$ cat config.mk
export PLATFORM = sky130hd
export DESIGN_NAME = rec_filter_sum
export DESIGN_NICKNAME = d
export VERILOG_FILES = /design/src/rtl/rec_filter_sum_pkg.sv /design/src/rtl/frs_addr_gen.sv /design/src/rtl/frs_accum.sv /design/src/rtl/frs_ctrl.sv /design/src/rtl/rec_filter_sum.sv
export SDC_FILE = /design/constraint.sdc
export NUM_CORES = 1
export LEC_CHECK = 0
export BUFFER_PORTS_ARGS = -buffer_cell sky130_fd_sc_hd__clkbuf_2
export CAP_MARGIN = 15
export CELL_PAD_IN_SITES_DETAIL_PLACEMENT = 0
export CELL_PAD_IN_SITES_GLOBAL_PLACEMENT = 1
export CORE_ASPECT_RATIO = 0.6
export CORE_MARGIN = 2
export CORE_UTILIZATION = 35
export CTS_BUF_LIST = sky130_fd_sc_hd__clkbuf_16
export CTS_CLUSTER_DIAMETER = 30
export DETAILED_ROUTE_END_ITERATION = 8
export PLACE_DENSITY = 0.84
export SLEW_MARGIN = 25
export SYNTH_ARGS = -nofsm -noshare
export SYNTH_HDL_FRONTEND = slang
export SYNTH_HIERARCHICAL = 1
export SYNTH_SLANG_ARGS = --single-unit
$ cat constraint.sdc
create_clock -name clk_i -period 2.4 [get_ports clk_i]
set_input_delay 0.48 -clock clk_i [delete_from_list [all_inputs] [get_ports clk_i]]
set_output_delay 0.48 -clock clk_i [all_outputs]
set_load 0.02 [all_outputs]
$ cat src/rtl/rec_filter_sum_pkg.sv
package rec_filter_sum_pkg;
  typedef enum logic [1:0] {
    SEL_LOC   = 2'd0,
    SEL_SALES = 2'd1,
    SEL_TOTAL = 2'd2
  } addr_sel_e;

  typedef enum logic [2:0] {
    ST_IDLE    = 3'd0,
    ST_LOC_RD  = 3'd1,
    ST_LOC_CHK = 3'd2,
    ST_SAL_RD  = 3'd3,
    ST_SAL_ADD = 3'd4,
    ST_TOT_RD  = 3'd5,
    ST_TOT_WR  = 3'd6
  } state_e;

  // word offsets inside a record; decoded by the address generator
  localparam logic [1:0] OFF_LOC   = 2'd1;
  localparam logic [1:0] OFF_SALES = 2'd3;
endpackage

$ cat src/rtl/frs_addr_gen.sv
module frs_addr_gen
  import rec_filter_sum_pkg::*;
#(
  parameter int IDX_W  = 8,
  parameter int ADDR_W = IDX_W + 2,
  parameter logic [ADDR_W-1:0] TOTAL_ADDR = '1
) (
  input  logic              clk_i,
  input  logic              rst_ni,
  input  logic              load_i,
  input  logic [IDX_W-1:0]  count_i,
  input  logic              adv_i,
  input  addr_sel_e         sel_i,
  output logic              last_o,
  output logic [ADDR_W-1:0] addr_o
);
  logic [IDX_W-1:0] idx_q, cnt_q;

  always_ff @(posedge clk_i or negedge rst_ni) begin
    if (!rst_ni) begin
      idx_q <= '0;
      cnt_q <= '0;
    end else if (load_i) begin
      idx_q <= '0;
      cnt_q <= count_i;
    end else if (adv_i) begin
      idx_q <= idx_q + 1'b1;
    end
  end

  assign last_o = (idx_q == cnt_q - 1'b1);

  always_comb begin
    unique case (sel_i)
      SEL_LOC:   addr_o = {idx_q, OFF_LOC};
      SEL_SALES: addr_o = {idx_q, OFF_SALES};
      default:   addr_o = TOTAL_ADDR;
    endcase
  end
endmodule

$ cat src/rtl/frs_accum.sv
module frs_accum #(
  parameter int DATA_W = 32,
  parameter int KEY_W  = 16
) (
  input  logic              clk_i,
  input  logic              rst_ni,
  input  logic              load_i,
  input  logic [KEY_W-1:0]  key_i,
  input  logic              add_i,
  input  logic [DATA_W-1:0] rdata_i,
  output logic              match_o,
  output logic [DATA_W-1:0] sum_o,
  output logic              ovf_o
);
  logic [KEY_W-1:0]  key_q;
  logic [DATA_W-1:0] sum_q;
  logic              ovf_q;
  logic [DATA_W:0]   add_res;

  assign add_res = {1'b0, sum_q} + {1'b0, rdata_i};
  assign match_o = (rdata_i[KEY_W-1:0] == key_q);

  always_ff @(posedge clk_i or negedge rst_ni) begin
    if (!rst_ni) begin
      key_q <= '0;
      sum_q <= '0;
      ovf_q <= 1'b0;
    end else if (load_i) begin
      key_q <= key_i;
      sum_q <= '0;
      ovf_q <= 1'b0;
    end else if (add_i) begin
      sum_q <= add_res[DATA_W-1:0];
      ovf_q <= ovf_q | add_res[DATA_W];
    end
  end

  assign sum_o = sum_q;
  assign ovf_o = ovf_q;
endmodule

$ cat src/rtl/frs_ctrl.sv
module frs_ctrl
  import rec_filter_sum_pkg::*;
(
  input  logic      clk_i,
  input  logic      rst_ni,
  input  logic      start_i,
  input  logic      zero_cnt_i,
  input  logic      last_i,
  input  logic      match_i,
  output logic      load_o,
  output logic      add_o,
  output logic      adv_o,
  output addr_sel_e sel_o,
  output logic      re_o,
  output logic      we_o,
  output logic      busy_o,
  output logic      done_o
);
  state_e state_q, state_d;
  logic   done_q;

  always_comb begin
    state_d = state_q;
    load_o  = 1'b0;
    add_o   = 1'b0;
    adv_o   = 1'b0;
    sel_o   = SEL_LOC;
    re_o    = 1'b0;
    we_o    = 1'b0;
    unique case (state_q)
      ST_IDLE: if (start_i) begin
        load_o  = 1'b1;
        state_d = zero_cnt_i ? ST_TOT_RD : ST_LOC_RD;
      end
      ST_LOC_RD: begin
        re_o    = 1'b1;
        state_d = ST_LOC_CHK;
      end
      ST_LOC_CHK: begin
        if (match_i) state_d = ST_SAL_RD;
        else if (last_i) state_d = ST_TOT_RD;
        else begin
          adv_o   = 1'b1;
          state_d = ST_LOC_RD;
        end
      end
      ST_SAL_RD: begin
        sel_o   = SEL_SALES;
        re_o    = 1'b1;
        state_d = ST_SAL_ADD;
      end
      ST_SAL_ADD: begin
        sel_o = SEL_SALES;
        add_o = 1'b1;
        if (last_i) state_d = ST_TOT_RD;
        else begin
          adv_o   = 1'b1;
          state_d = ST_LOC_RD;
        end
      end
      ST_TOT_RD: begin
        sel_o   = SEL_TOTAL;
        re_o    = 1'b1;
        state_d = ST_TOT_WR;
      end
      ST_TOT_WR: begin
        sel_o   = SEL_TOTAL;
        we_o    = 1'b1;
        state_d = ST_IDLE;
      end
      default: state_d = ST_IDLE;
    endcase
  end

  always_ff @(posedge clk_i or negedge rst_ni) begin
    if (!rst_ni) begin
      state_q <= ST_IDLE;
      done_q  <= 1'b0;
    end else begin
      state_q <= state_d;
      done_q  <= (state_q == ST_TOT_WR);
    end
  end

  assign busy_o = (state_q != ST_IDLE);
  assign done_o = done_q;
endmodule

$ cat src/rtl/rec_filter_sum.sv
module rec_filter_sum
  import rec_filter_sum_pkg::*;
#(
  parameter int IDX_W  = 8,
  parameter int DATA_W = 32,
  parameter int KEY_W  = 16,
  localparam int ADDR_W = IDX_W + 2
) (
  input  logic              clk_i,
  input  logic              rst_ni,
  input  logic              start_i,
  input  logic [KEY_W-1:0]  key_i,
  input  logic [IDX_W-1:0]  count_i,
  output logic              busy_o,
  output logic              done_o,
  output logic              ovf_o,
  output logic              mem_re_o,
  output logic              mem_we_o,
  output logic [ADDR_W-1:0] mem_addr_o,
  output logic [DATA_W-1:0] mem_wdata_o,
  input  logic [DATA_W-1:0] mem_rdata_i
);
  localparam logic [ADDR_W-1:0] TOTAL_ADDR = '1;

  logic      load, add, adv, last, match;
  addr_sel_e sel;

  frs_ctrl i_ctrl (
    .clk_i      (clk_i),
    .rst_ni     (rst_ni),
    .start_i    (start_i),
    .zero_cnt_i (count_i == '0),
    .last_i     (last),
    .match_i    (match),
    .load_o     (load),
    .add_o      (add),
    .adv_o      (adv),
    .sel_o      (sel),
    .re_o       (mem_re_o),
    .we_o       (mem_we_o),
    .busy_o     (busy_o),
    .done_o     (done_o)
  );

  frs_addr_gen #(
    .IDX_W      (IDX_W),
    .ADDR_W     (ADDR_W),
    .TOTAL_ADDR (TOTAL_ADDR)
  ) i_addr (
    .clk_i   (clk_i),
    .rst_ni  (rst_ni),
    .load_i  (load),
    .count_i (count_i),
    .adv_i   (adv),
    .sel_i   (sel),
    .last_o  (last),
    .addr_o  (mem_addr_o)
  );

  frs_accum #(
    .DATA_W (DATA_W),
    .KEY_W  (KEY_W)
  ) i_acc (
    .clk_i   (clk_i),
    .rst_ni  (rst_ni),
    .load_i  (load),
    .key_i   (key_i),
    .add_i   (add),
    .rdata_i (mem_rdata_i),
    .match_o (match),
    .sum_o   (mem_wdata_o),
    .ovf_o   (ovf_o)
  );
endmodule

======== After elaboration in Yosys (flattened, before gate mapping) ========
Index checks and enable logic that the tools add are counted.
word-level totals
  bits in registers ....................... 69
  input port bits ......................... 59
  word-level logic and storage cells ...... 51
  output and inout port bits .............. 47
operators by class
  reduce and logical (&&, ||, !) cells .... 9
  add/subtract/negate cells ............... 3
  bitwise gates (word level) .............. 1
  mux-type cells .......................... 21
  eq/ne operators ......................... 10
operator list
  operator                                                             number
  32-bit two-way mux                                                   2
  32-bit by 32-bit adder with 33-bit output                            1
  10-bit case mux with 2 select lines                                  1
  3-bit case mux with 6 select lines                                   1
  16-bit == test                                                       1
  8-bit two-way mux                                                    2
  3-bit two-way mux                                                    4
  3-bit == test (second input constant)                                3
  1-bit two-way mux                                                    9
  8-bit by 1-bit adder with 8-bit output (second input constant)       1
  8-bit == test                                                        1
  8-bit zero test                                                      1
  8-bit by 1-bit subtractor with 8-bit output (second input constant)  1
  3-bit by 2-bit == test with 1-bit output (second input constant)     2
  2-bit case mux with 2 select lines                                   1
  2-bit nonzero test                                                   2
  2-bit OR reduction                                                   2
  3-bit by 1-bit == test with 1-bit output (second input constant)     1
  3-bit zero test                                                      1
  3-bit nonzero test                                                   1
  3-bit OR reduction                                                   1
  2-bit by 1-bit == test with 1-bit output (second input constant)     1
  2-bit zero test                                                      1
  2-bit != test (second input constant)                                1
  2 further kinds                                                      2

======== Longest topological paths before layout ========
Gate-level depths: netlist of run 1.
  depth after elaboration ................. 7
  gate-level depth with buffers ........... 11
  mapped depth without buffers ............ 11

======== By module ========
The synthesis of run 1 kept the hierarchy.
by module, submodules not included
  module          cells an instance  sequential area each (um2)  instances  area each (um2)
  frs_accum       425                1226.2                      1          3897.5
  frs_addr_gen    102                400.4                       1          984.7
  frs_ctrl        33                 100.1                       1          289.0
  rec_filter_sum  3                  0.0                         1          18.8

======== Worst setup path after synthesis of run 1 ========
Ideal clock, no wire load.
  path type ............................... reg-to-reg
  start ................................... register i_acc.sum_q[0] (netlist: i_acc/sum_o[0])
  end ..................................... register i_acc.sum_q[26] (netlist: i_acc/sum_o[26])
  arrival ................................. 2.758 ns
  data required time ...................... 2.270 ns
  clock period less this slack ............ 2.888 ns
  path buffers ............................ 0
  cell stages (with the launch flop) ...... 12
  path slack .............................. -0.488 ns
  setup time .............................. 0.130 ns
  path through ............................ dfrtp_1 -> ha_1 -> inv_1 -> fa_1 -> nor2b_1 -> o2111a_1 -> o2111ai_2 -> nor3b_2 -> or4_4 -> a311oi_2 -> or3_1 -> nand3_1
on the way
  cells in the longest elaborated chain, start to end .. 3
ends and longest elaborated chain
  item                                       line             source
  start, declared                            frs_accum.sv:16  logic [DATA_W-1:0] sum_q;
  start signal, assigned                     frs_accum.sv:33  sum_q <= add_res[DATA_W-1:0];
  32-bit by 32-bit adder with 33-bit output  frs_accum.sv:20  assign add_res = {1'b0, sum_q} + {1'b0, rdata_i};
  32-bit two-way mux                         frs_accum.sv:32  end else if (add_i) begin
  32-bit two-way mux                         frs_accum.sv:28  end else if (load_i) begin
Every way passes these cells. The select of a mux whose other input is x is not followed.
A chain may end at the register's enable or synchronous reset.

======== Worst setup path after layout of run 1 ========
  start ................................... register i_acc.sum_q[5] (netlist: i_acc/sum_o[5])
  end ..................................... register i_acc.sum_q[28] (netlist: i_acc/sum_o[28])
Same word-level chain as after synthesis.

==> reports/results.tsv, run 1 <==
stage	metric	value	unit
status	outcome	finished with violations	
status	failing checks	setup timing	
critical_path	crit-path cells	ha_4 > and2_4 > a221o_2 > o2111ai_2 > nor3b_4 > o31a_4 > a21oi_2 > buf_4 > o2111a_1 > a211o_1	
global_route	vias in the first global route	5334	
global_route	GRT Overall Usage	22.4	%
power	Pleak	3.69	nW
power	pwr dens	1190	nW/um^2
sta	final setup fails	22	
final_layout	most common cell after layout, fill and taps aside	buf_4	
die	initial core utilization	35.8	%
critical_path	CP Launch Type	flop	
synth	Syn Nets	657	
clock_tree	# hold bufs at CTS	0	
critical_path	critical path peak fanout	4	
sta	RSZ-0062 raised after global routing	yes	
critical_path	WP data arrival	2.85	ns
die	core area	14500	um^2
synth	EDFF count, synth	0	
final_layout	area growth from synthesis to layout	45.4	%
sta	Max Slew Vio Count	0	
global_route	GR Overflow Total	0	
synth	Synth cell types	75	
sta	hold slack final	0.170	ns
run	max-cap viol count	0	
clock_tree	CTS Buf Count	9	
final_layout	Antenna diodes	0	
critical_path	Critical Path Slowest Stage Cell	dfrtp_1	
routing	top layer in use	met4	
final_layout	layout cells sized above 1	44.7	%
routing	routed wire length	17500	um
synth	flop and latch count out of synthesis	69	
global_route	largest net degree at the start of global routing	70	
global_route	first-pass GRT wire length	27900	um
routing	met2 wire len	7570	um
clock_tree	H-tree depth	3	
synth	async set-or-reset flop fraction in the synthesized netlist	100	%
power	Max IR drop VDD	0.000403	V
routing	met1 WL	8800	um
sta	Worst Max-Slew Pin Slew	0.504	ns
synth	cell taking the most area after synthesis	dfrtp_1	
synth	yosys synthesis warning count	6	
synth	Cell Area, Synth	5190	um^2
place	IO buf count	104	
sta	post-route setup slack	-0.227	ns
synth	Yosys top cell area share	33.3	%
routing	DR vias/cell	5.26	
clock_tree	CTS tree	yes	
synth	Syn Area/Cell	9.22	um^2
synth	main area contributors after synthesis	dfrtp_1 (33%), ha_1 (8.2%), xnor2_1 (5.7%), mux2_2 (4.8%), nor2_1 (3.8%)	
final_layout	layout net count	884	
place	Setup WS pre-CTS	-0.590	ns
die	Die Span Y	98.3	um
sta	Final Cycle Share	109	%
hold_path	Worst Hold Class	input pin to async pin	
routing	Avg WL per Cell	17.6	um
die	Ports	106	
critical_path	critical path capture point type	flop	
final_layout	fill cell count	1300	
clock_tree	clock net sink count	69	
sta	Clock Skews	0.00497	ns
critical_path	CP required	2.62	ns
sta	Final min period	2.63	ns
sta	Slew HR	66.2	%
clock_tree	clock-pin slew on the worst setup and hold paths	0.06	ns
synth	sequential-to-total area share from yosys stat	33.3	%
place	RD Place Congestion	0.959	
synth	cell count after synthesis	563	
critical_path	Slowest Stage Delay on Critical Path	0.41	ns
clock_tree	Clk Latency, worst-skew pair	0.34	ns
critical_path	kind of critical path	flop to flop	
routing	Routed Antenna Nets	0	
die	Die Wd	161	um
synth	Top FF cell, synth	dfrtp_1	
place	Final HPWL DP	13300	um
routing	Detailed Routing Iterations Pass 1	4	
routing	DRT iter0 DRCs	297	
final_layout	commonest cells after routing, fill and taps aside	buf_4 (127), clkbuf_2 (103), dfrtp_1 (67)	
sta	Max Clk Rate	381	MHz
power	PnR Total Power	8.97	mW
routing	vias	5227	
routing	met3 wire len	907	um
global_route	initial antenna violation count	0	
die	full die area	15900	um^2
clock_tree	deepest clock path buffer count	2	
routing	DRC	0	
sta	Final Hold Fails	0	
die	Cell Rows	34	
clock_tree	Root Buffer	clkbuf_16	
-- worst max-delay path, delay by kind of cell (launching register included) --
family          cells  cell delay (ns)
flops               1             0.41
fa+ha+maj           1             0.27
buf+inv             1             0.15
compound gates      6             1.27
simple gates        2             0.41
-- flip-flops by register name (all words and copies together), names as in the netlist --
signal / cells
i_ctrl/state_q: 3
i_ctrl/done_o: 1
i_addr/cnt_q: 8
i_addr/idx_q: 8
i_acc/sum_o: 32
i_acc/key_q: 16
i_acc/ovf_o: 1
-- routing by layer --
metal	GRT usage (%)	vias up
met5	0	-
met4	5.49	0
met3	4.21	15
met2	33.3	140
met1	33.5	2545
li1	-	2527
-- layout make-up --
type,count,area (um^2),area share [%]
inverters,18,67.6,0.895
multi-input cells,453,3670,48.7
clock buffers,9,225,2.98
clock inverters,7,28.8,0.381
flip-flops and latches,69,1730,22.9
repair buffers,239,1570,20.8
well taps,198,248,3.28
-- logic make-up (layout without fill, tap and decap cells) --
kind of cell    Yosys count  after routing  synth area share, %
other cells               1              1               0.0723
compound gates          141            141                 19.2
xor+xnor                 45             45                 7.59
flops                    69             69                 33.3
simple gates            192            192                 20.0
fa+ha+maj                35             35                 8.58
buf+inv                  41            273                 3.28
mux                      39             39                 8.05
-- report_power, final --
| part | switching, mW | internal [mW] | leakage (nW) | total (mW) |
|---|---|---|---|---|
| combinational | 3.08 | 2.71 | 2.65 | 5.79 |
| clock | 0.505 | 0.677 | 0.145 | 1.18 |
| sequential | 0.381 | 1.61 | 0.892 | 1.99 |
-- path summary, 6_finish.rpt --
kind / start / end / slack, ns / cells past startpoint
min in group clk_i: count_i[0] / i_addr/cnt_q[0]$_DFFE_PN0P_ / 0.38 / 3
worst max-delay path: i_acc/sum_o[5]$_DFFE_PN0P_ / i_acc/sum_o[28]$_DFFE_PN0P_ / -0.23 / 10
worst min register to register: i_acc/key_q[11]$_DFFE_PN0P_ / i_acc/key_q[11]$_DFFE_PN0P_ / 0.53 / 1
max in group asynchronous: rst_ni / i_addr/idx_q[5]$_DFFE_PN0P_ / 1.88 / 2
worst min-delay path: rst_ni / i_acc/sum_o[10]$_DFFE_PN0P_ / 0.17 / 2
worst max register to register: i_acc/sum_o[5]$_DFFE_PN0P_ / i_acc/sum_o[28]$_DFFE_PN0P_ / -0.23 / 10
-- what timing repair did --
action / in CTS / in global routing
pin swaps: 32 / 15
buffers inserted: 12 / 3
gates resized for setup: 48 / 35
endpoints found under the hold margin: 0 / 0
setup endpoints to repair: 30 / 30
-- metrics by stage --
step	cells	setup TNS (ns)	utilization, %	instance area, um^2
6_report	993	-2.09	52.0	7550
3_5_place_dp	965	-10.90	47.3	6860
4_1_cts	991	-2.32	50.9	7390
5_1_grt	993	-4.50	52.0	7550
2_1_floorplan	563	-1.39	-	5240
3_3_place_gp	965	-10.03	47.3	6860
-- Yosys cell counts, types with 4 or more instances --
library cell  count
dfrtp_1          69
nor2_1           52
a21oi_1          37
nand2_1          36
ha_1             34
xnor2_1          34
mux2_2           22
o21ai_0          21
inv_1            18
mux2i_1          17
a21o_1           16
nand3_1          13
a211oi_1         12
clkbuf_1         11
nand4_1          11
or2_2            11
xor2_1           11
nand2b_1         10
buf_2             7
and3_1            6
nand3b_1          6
nand4b_1          6
a31oi_1           5
and2_1            5
nor3_1            5
or3_1             5
nor2b_1           4
o211ai_1          4
o21a_1            4
o21bai_1          4
(Power assumes the default switching activity.)
==> run 2, diff against run 1 <==
CORE_MARGIN = not set   (was 2)
==> run 2 against run 1 <==
The flow still finishes with violations (setup timing); clock skew rose by 0.0054 ns; register-to-register slack got worse by 0.12 ns; maximum frequency fell by 4.2%; cell area rose by 1.8%; sequential power barely moved; worst setup slack got worse by 0.12 ns; core utilization rose by 1.1 points; via count rose by 1.4%; combinational power rose by 0.7%; largest cell class unchanged; highest routed layer unchanged.
==> reports/results.tsv, run 2 (synthesis results as in run 1) <==
stage	metric	value	unit
final_layout	Largest register FFs	32	
sta	Max Clk Rate	365	MHz
global_route	GRT Overall Usage	23.0	%
final_layout	Antenna diodes	0	
power	Int Pwr	5.22	mW
critical_path	WP data arrival	2.96	ns
place	IO buf count	104	
global_route	GR Overflow Total	0	
clock_tree	CTS tree	yes	
sta	hold slack final	0.0747	ns
sta	Clock Skews	0.0104	ns
routing	DRT iter0 DRCs	335	
sta	Worst Max-Slew Pin Slew	0.803	ns
global_route	routing usage on met2	35.6	%
global_route	largest net degree at the start of global routing	41	
power	clock share of power	15.3	%
critical_path	critical path capture point type	flop	
routing	Routed Antenna Nets	0	
sta	RSZ-0062 raised after global routing	yes	
die	Die Wd	159	um
sta	Final Cycle Share	114	%
power	switching pwr	3.99	mW
clock_tree	Root Buffer	clkbuf_16	
routing	vias	5301	
die	Ports	106	
clock_tree	Clk Latency, worst-skew pair	0.34	ns
critical_path	worst reg-to-reg setup slack	-0.34	ns
place	Inst Count DP	964	
die	full die area	15300	um^2
sta	Max Slew Vio Count	0	
routing	DRC	0	
power	Pleak	3.75	nW
place	Final HPWL DP	13000	um
clock_tree	clock-pin slew on the worst setup and hold paths	0.06	ns
power	pwr dens	1200	nW/um^2
routing	DR vias/cell	5.29	
status	failing checks	setup timing	
global_route	met1 Track Usage GR	32.1	%
critical_path	CP required	2.62	ns
final_layout	commonest cells after routing, fill and taps aside	buf_4 (138), clkbuf_2 (103), dfrtp_1 (68)	
power	switching fraction of total power	43.3	%
sta	Final Hold Fails	0	
die	Die Span Y	96.3	um
clock_tree	# hold bufs at CTS	0	
critical_path	kind of critical path	flop to flop	
clock_tree	clock net sink count	69	
sta	Slew HR	46.3	%
global_route	vias in the first global route	5142	
global_route	first-pass GRT wire length	27000	um
sta	final setup fails	20	
die	core area	14500	um^2
power	Max IR drop VDD	0.000397	V
final_layout	most common cell after layout, fill and taps aside	buf_4	
power	PnR Total Power	9.22	mW
die	initial core utilization	35.9	%
final_layout	final std cells w/o fill	1002	
global_route	met3 usage	4.87	%
clock_tree	deepest clock path buffer count	2	
clock_tree	CTS Buf Count	9	
sta	Final min period	2.74	ns
critical_path	CP Launch Type	flop	
final_layout	Post-Route Utilization	53.1	%
clock_tree	H-tree depth	3	
sta	post-route setup slack	-0.342	ns
critical_path	critical path peak fanout	3	
routing	Avg WL per Cell	17.5	um
place	RD Place Congestion	0.990	
routing	Detailed Routing Iterations Pass 1	5	
global_route	busiest grt layer	met2	
status	outcome	finished with violations	
hold_path	Worst Hold Class	input pin to async pin	
run	max-cap viol count	0	
routing	routed wire length	17500	um
die	Cell Rows	34	
final_layout	area growth from synthesis to layout	48.0	%
power	Comb pwr share	63.2	%
power	power share of the sequential group	21.5	%
final_layout	layout cells sized above 1	45.4	%
global_route	initial antenna violation count	0	
final_layout	layout net count	893	
run 2: per-stage QoR:
step,setup TNS (ns),area [um^2],setup WS (ns)
floorplan,-1.39,5240,-0.250
global placement,-10.70,6850,-0.615
detailed placement,-12.51,6850,-0.654
CTS,-2.82,7560,-0.297
global route,-5.27,7680,-0.417
finish,-2.75,7680,-0.342
run 2: metal layers:
| metal | part of all wire, % | vias to the layer above |
|---|---|---|
| li1 | - | 2544 |
| met4 | 1.9 | 0 |
| met1 | 50 | 2562 |
| met2 | 42 | 168 |
| met3 | 5.9 | 27 |
| met5 | 0 | - |
run 2: final cells by class:
class	count	area [um^2]
Clock buffer	9	225
Clock inverter	7	82.6
Fill cell	1324	6790
Inverter	18	67.6
Multi-Input combinational cell	453	3690
Sequential cell	69	1730
Tap cell	198	248
Timing Repair Buffer	248	1630
run 2: critical path, stage by stage, from the launching register on:
cell and delay (ns):
dfrtp_2 0.38, ha_4 0.14, inv_2 0.04, fa_2 0.39
nor2b_4 0.14, o2111a_1 0.22, o2111ai_2 0.15, nor3b_4 0.19
or4_4 0.48, a311oi_4 0.27, or3_1 0.15, nand3_1 0.07
run 2: power groups by stage:
stage                     sequential [mW]  clock, mW  combinational (mW)
after floorplan                      2.17          0                2.89
after global placement               1.95          0                5.02
after detailed placement             1.97          0                5.18
after CTS                            1.97       1.44                5.58
after global routing                 2.03       1.48                6.28
final                                1.98       1.41                5.83
run 2: path summary, 6_finish.rpt:
kind / startpoint / end / cells past startpoint
setup / recovery: i_acc/sum_o[0]$_DFFE_PN0P_ / i_acc/sum_o[26]$_DFFE_PN0P_ / 11
hold / removal: rst_ni / i_acc/sum_o[30]$_DFFE_PN0P_ / 1
setup reg to reg: i_acc/sum_o[0]$_DFFE_PN0P_ / i_acc/sum_o[26]$_DFFE_PN0P_ / 11
hold reg to reg: i_acc/key_q[0]$_DFFE_PN0P_ / i_acc/key_q[0]$_DFFE_PN0P_ / 1
max in group asynchronous: rst_ni / i_acc/sum_o[0]$_DFFE_PN0P_ / 2
min in group clk_i: count_i[0] / i_addr/cnt_q[0]$_DFFE_PN0P_ / 3
run 2: timing repair:
| action | 4_1_cts | 5_1_grt |
|---|---|---|
| endpoints found under the setup margin | 30 | 32 |
| pin swaps | 24 | 17 |
| gates resized for setup | 51 | 24 |
| buffers inserted | 20 | 6 |
==> run 3, diff against run 2 <==
CORE_UTILIZATION = 38   (was 35)
PLACE_DENSITY = 0.89   (was 0.84)
==> run 3 against run 2 <==
Core utilization grew 5.9 points; first-iteration DRC count increased by 51%; routed wire length up 4.2%; the flow still finishes with violations (setup timing); hold slack better by 0.091 ns; cell count fell by 3.3%; clock power increased by 13%.
==> reports/results.tsv, run 3 (synthesis results as in run 1) <==
stage	metric	value	unit
critical_path	WP data arrival	2.90	ns
clock_tree	H-tree depth	3	
sta	Final min period	2.68	ns
sta	Max Slew Vio Count	0	
die	Die Span Y	92.5	um
sta	post-route setup slack	-0.276	ns
place	RD Place Congestion	0.968	
sta	Final Hold Fails	0	
status	outcome	finished with violations	
sta	final setup fails	26	
power	Int Pwr	5.42	mW
sta	hold slack final	0.166	ns
die	Ports	106	
global_route	initial antenna violation count	0	
final_layout	commonest cells after routing, fill and taps aside	buf_4 (123), clkbuf_2 (103), dfrtp_1 (68)	
clock_tree	clock-pin slew on the worst setup and hold paths	0.06	ns
critical_path	CP bufs+invs	1	
die	Die Wd	153	um
power	power share of the sequential group	20.7	%
critical_path	critical path peak fanout	4	
power	Comb pwr share	62.7	%
clock_tree	CTS Buf Count	9	
final_layout	design area	7720	um^2
final_layout	layout net count	888	
sta	Clock Skews	0.00786	ns
power	Max IR drop VDD	0.000407	V
routing	DRC	0	
power	clock share of power	16.6	%
final_layout	layout cells sized above 1	45.7	%
power	pwr dens	1240	nW/um^2
die	core area	13100	um^2
routing	Detailed Routing Iterations Pass 1	7	
critical_path	CP required	2.62	ns
routing	Avg WL per Cell	18.8	um
place	IO buf count	104	
final_layout	Largest register FFs	32	
global_route	GR Overflow Total	0	
die	initial core utilization	39.6	%
routing	DRT iter0 DRCs	506	
power	Pleak	3.75	nW
clock_tree	CTS tree	yes	
global_route	GRT Overall Usage	25.5	%
die	Cell Rows	32	
critical_path	CP Launch Type	flop	
sta	Final Cycle Share	111	%
clock_tree	deepest clock path buffer count	2	
clock_tree	Clk Latency, worst-skew pair	0.34	ns
die	full die area	14100	um^2
run	max-cap viol count	0	
power	PnR Total Power	9.59	mW
place	placed inst area	6820	um^2
status	failing checks	setup timing	
power	switching pwr	4.16	mW
critical_path	kind of critical path	flop to flop	
clock_tree	Root Buffer	clkbuf_16	
final_layout	area growth from synthesis to layout	48.8	%
routing	Routed Antenna Nets	0	
routing	vias	5527	
final_layout	most common cell after layout, fill and taps aside	buf_4	
sta	Slew HR	51.1	%
global_route	first-pass GRT wire length	28000	um
clock_tree	clock net sink count	69	
global_route	vias in the first global route	5305	
critical_path	crit-path cells	ha_4 > and2_4 > a221o_2 > o2111ai_2 > nor3b_4 > o31a_4 > a21oi_2 > buf_4 > o2111a_1 > a211o_1	
critical_path	Critical Path Slowest Stage Cell	dfrtp_1	
global_route	largest net degree at the start of global routing	70	
routing	routed wire length	18200	um
place	Final HPWL DP	13300	um
critical_path	Slowest Stage Delay on Critical Path	0.42	ns
sta	Worst Max-Slew Pin Slew	0.731	ns
final_layout	Post-Route Utilization	59.0	%
critical_path	Crit path max-delay family	compound AO/OA/AOI/OAI gates	
hold_path	Worst Hold Class	input pin to async pin	
sta	Max Clk Rate	374	MHz
critical_path	critical path capture point type	flop	
routing	DR vias/cell	5.70	
clock_tree	# hold bufs at CTS	0	
power	switching fraction of total power	43.4	%
final_layout	Antenna diodes	0	
sta	RSZ-0062 raised after global routing	yes	
## run 3: power by group through the flow
stage               Combinational, mW  Sequential [mW]  Clock, mW
detailed placement               5.18             1.99          0
global route                     6.40             2.04       1.67
floorplan                        2.89             2.17          0
CTS                              5.49             1.97       1.62
finish                           6.01             1.99       1.59
global placement                 5.04             1.96          0
## run 3: routing by layer
| metal | wire [um] | GRT usage (%) | vias to the layer above |
|---|---|---|---|
| met3 | 1390 | 4.63 | 34 |
| met2 | 7810 | 37.1 | 293 |
| met4 | 325 | 7.32 | 0 |
| met1 | 8710 | 38.0 | 2678 |
| met5 | 0 | 0 | - |
| li1 | - | - | 2522 |
## run 3: final cells by class
type | instances | area (um^2)
multi-input cells | 453 | 3710
flip-flops and latches | 69 | 1730
clock inverters | 7 | 124
inverters | 18 | 67.6
fillers | 1067 | 5370
well taps | 170 | 213
repair buffers | 243 | 1650
clock buffers | 9 | 225
## run 3: worst paths after layout
| check | start | endpoint | slack [ns] | depth (start not counted) |
|---|---|---|---|---|
| worst min-delay path | rst_ni | i_addr/cnt_q[7]$_DFFE_PN0P_ | 0.17 | 2 |
| worst max register to register | i_acc/sum_o[5]$_DFFE_PN0P_ | i_acc/sum_o[28]$_DFFE_PN0P_ | -0.28 | 10 |
| worst min register to register | i_acc/key_q[15]$_DFFE_PN0P_ | i_acc/key_q[15]$_DFFE_PN0P_ | 0.53 | 1 |
| worst max-delay path | i_acc/sum_o[5]$_DFFE_PN0P_ | i_acc/sum_o[28]$_DFFE_PN0P_ | -0.28 | 10 |
| max in group asynchronous | rst_ni | i_acc/sum_o[0]$_DFFE_PN0P_ | 1.91 | 2 |
| min in group clk_i | key_i[1] | i_acc/key_q[1]$_DFFE_PN0P_ | 0.37 | 2 |
## run 3: metrics by stage
step,cells,setup TNS [ns],worst slack [ns]
2_1_floorplan,563,-1.39,-0.250
3_3_place_gp,935,-10.01,-0.535
3_5_place_dp,935,-12.34,-0.629
4_1_cts,961,-3.37,-0.294
5_1_grt,969,-5.18,-0.331
6_report,969,-3.05,-0.276
## run 3: timing repair
item                       in CTS  in global routing
buffers inserted               12                 10
pin swaps                      32                 46
gates resized for setup        39                 52
setup endpoints to repair      31                 40
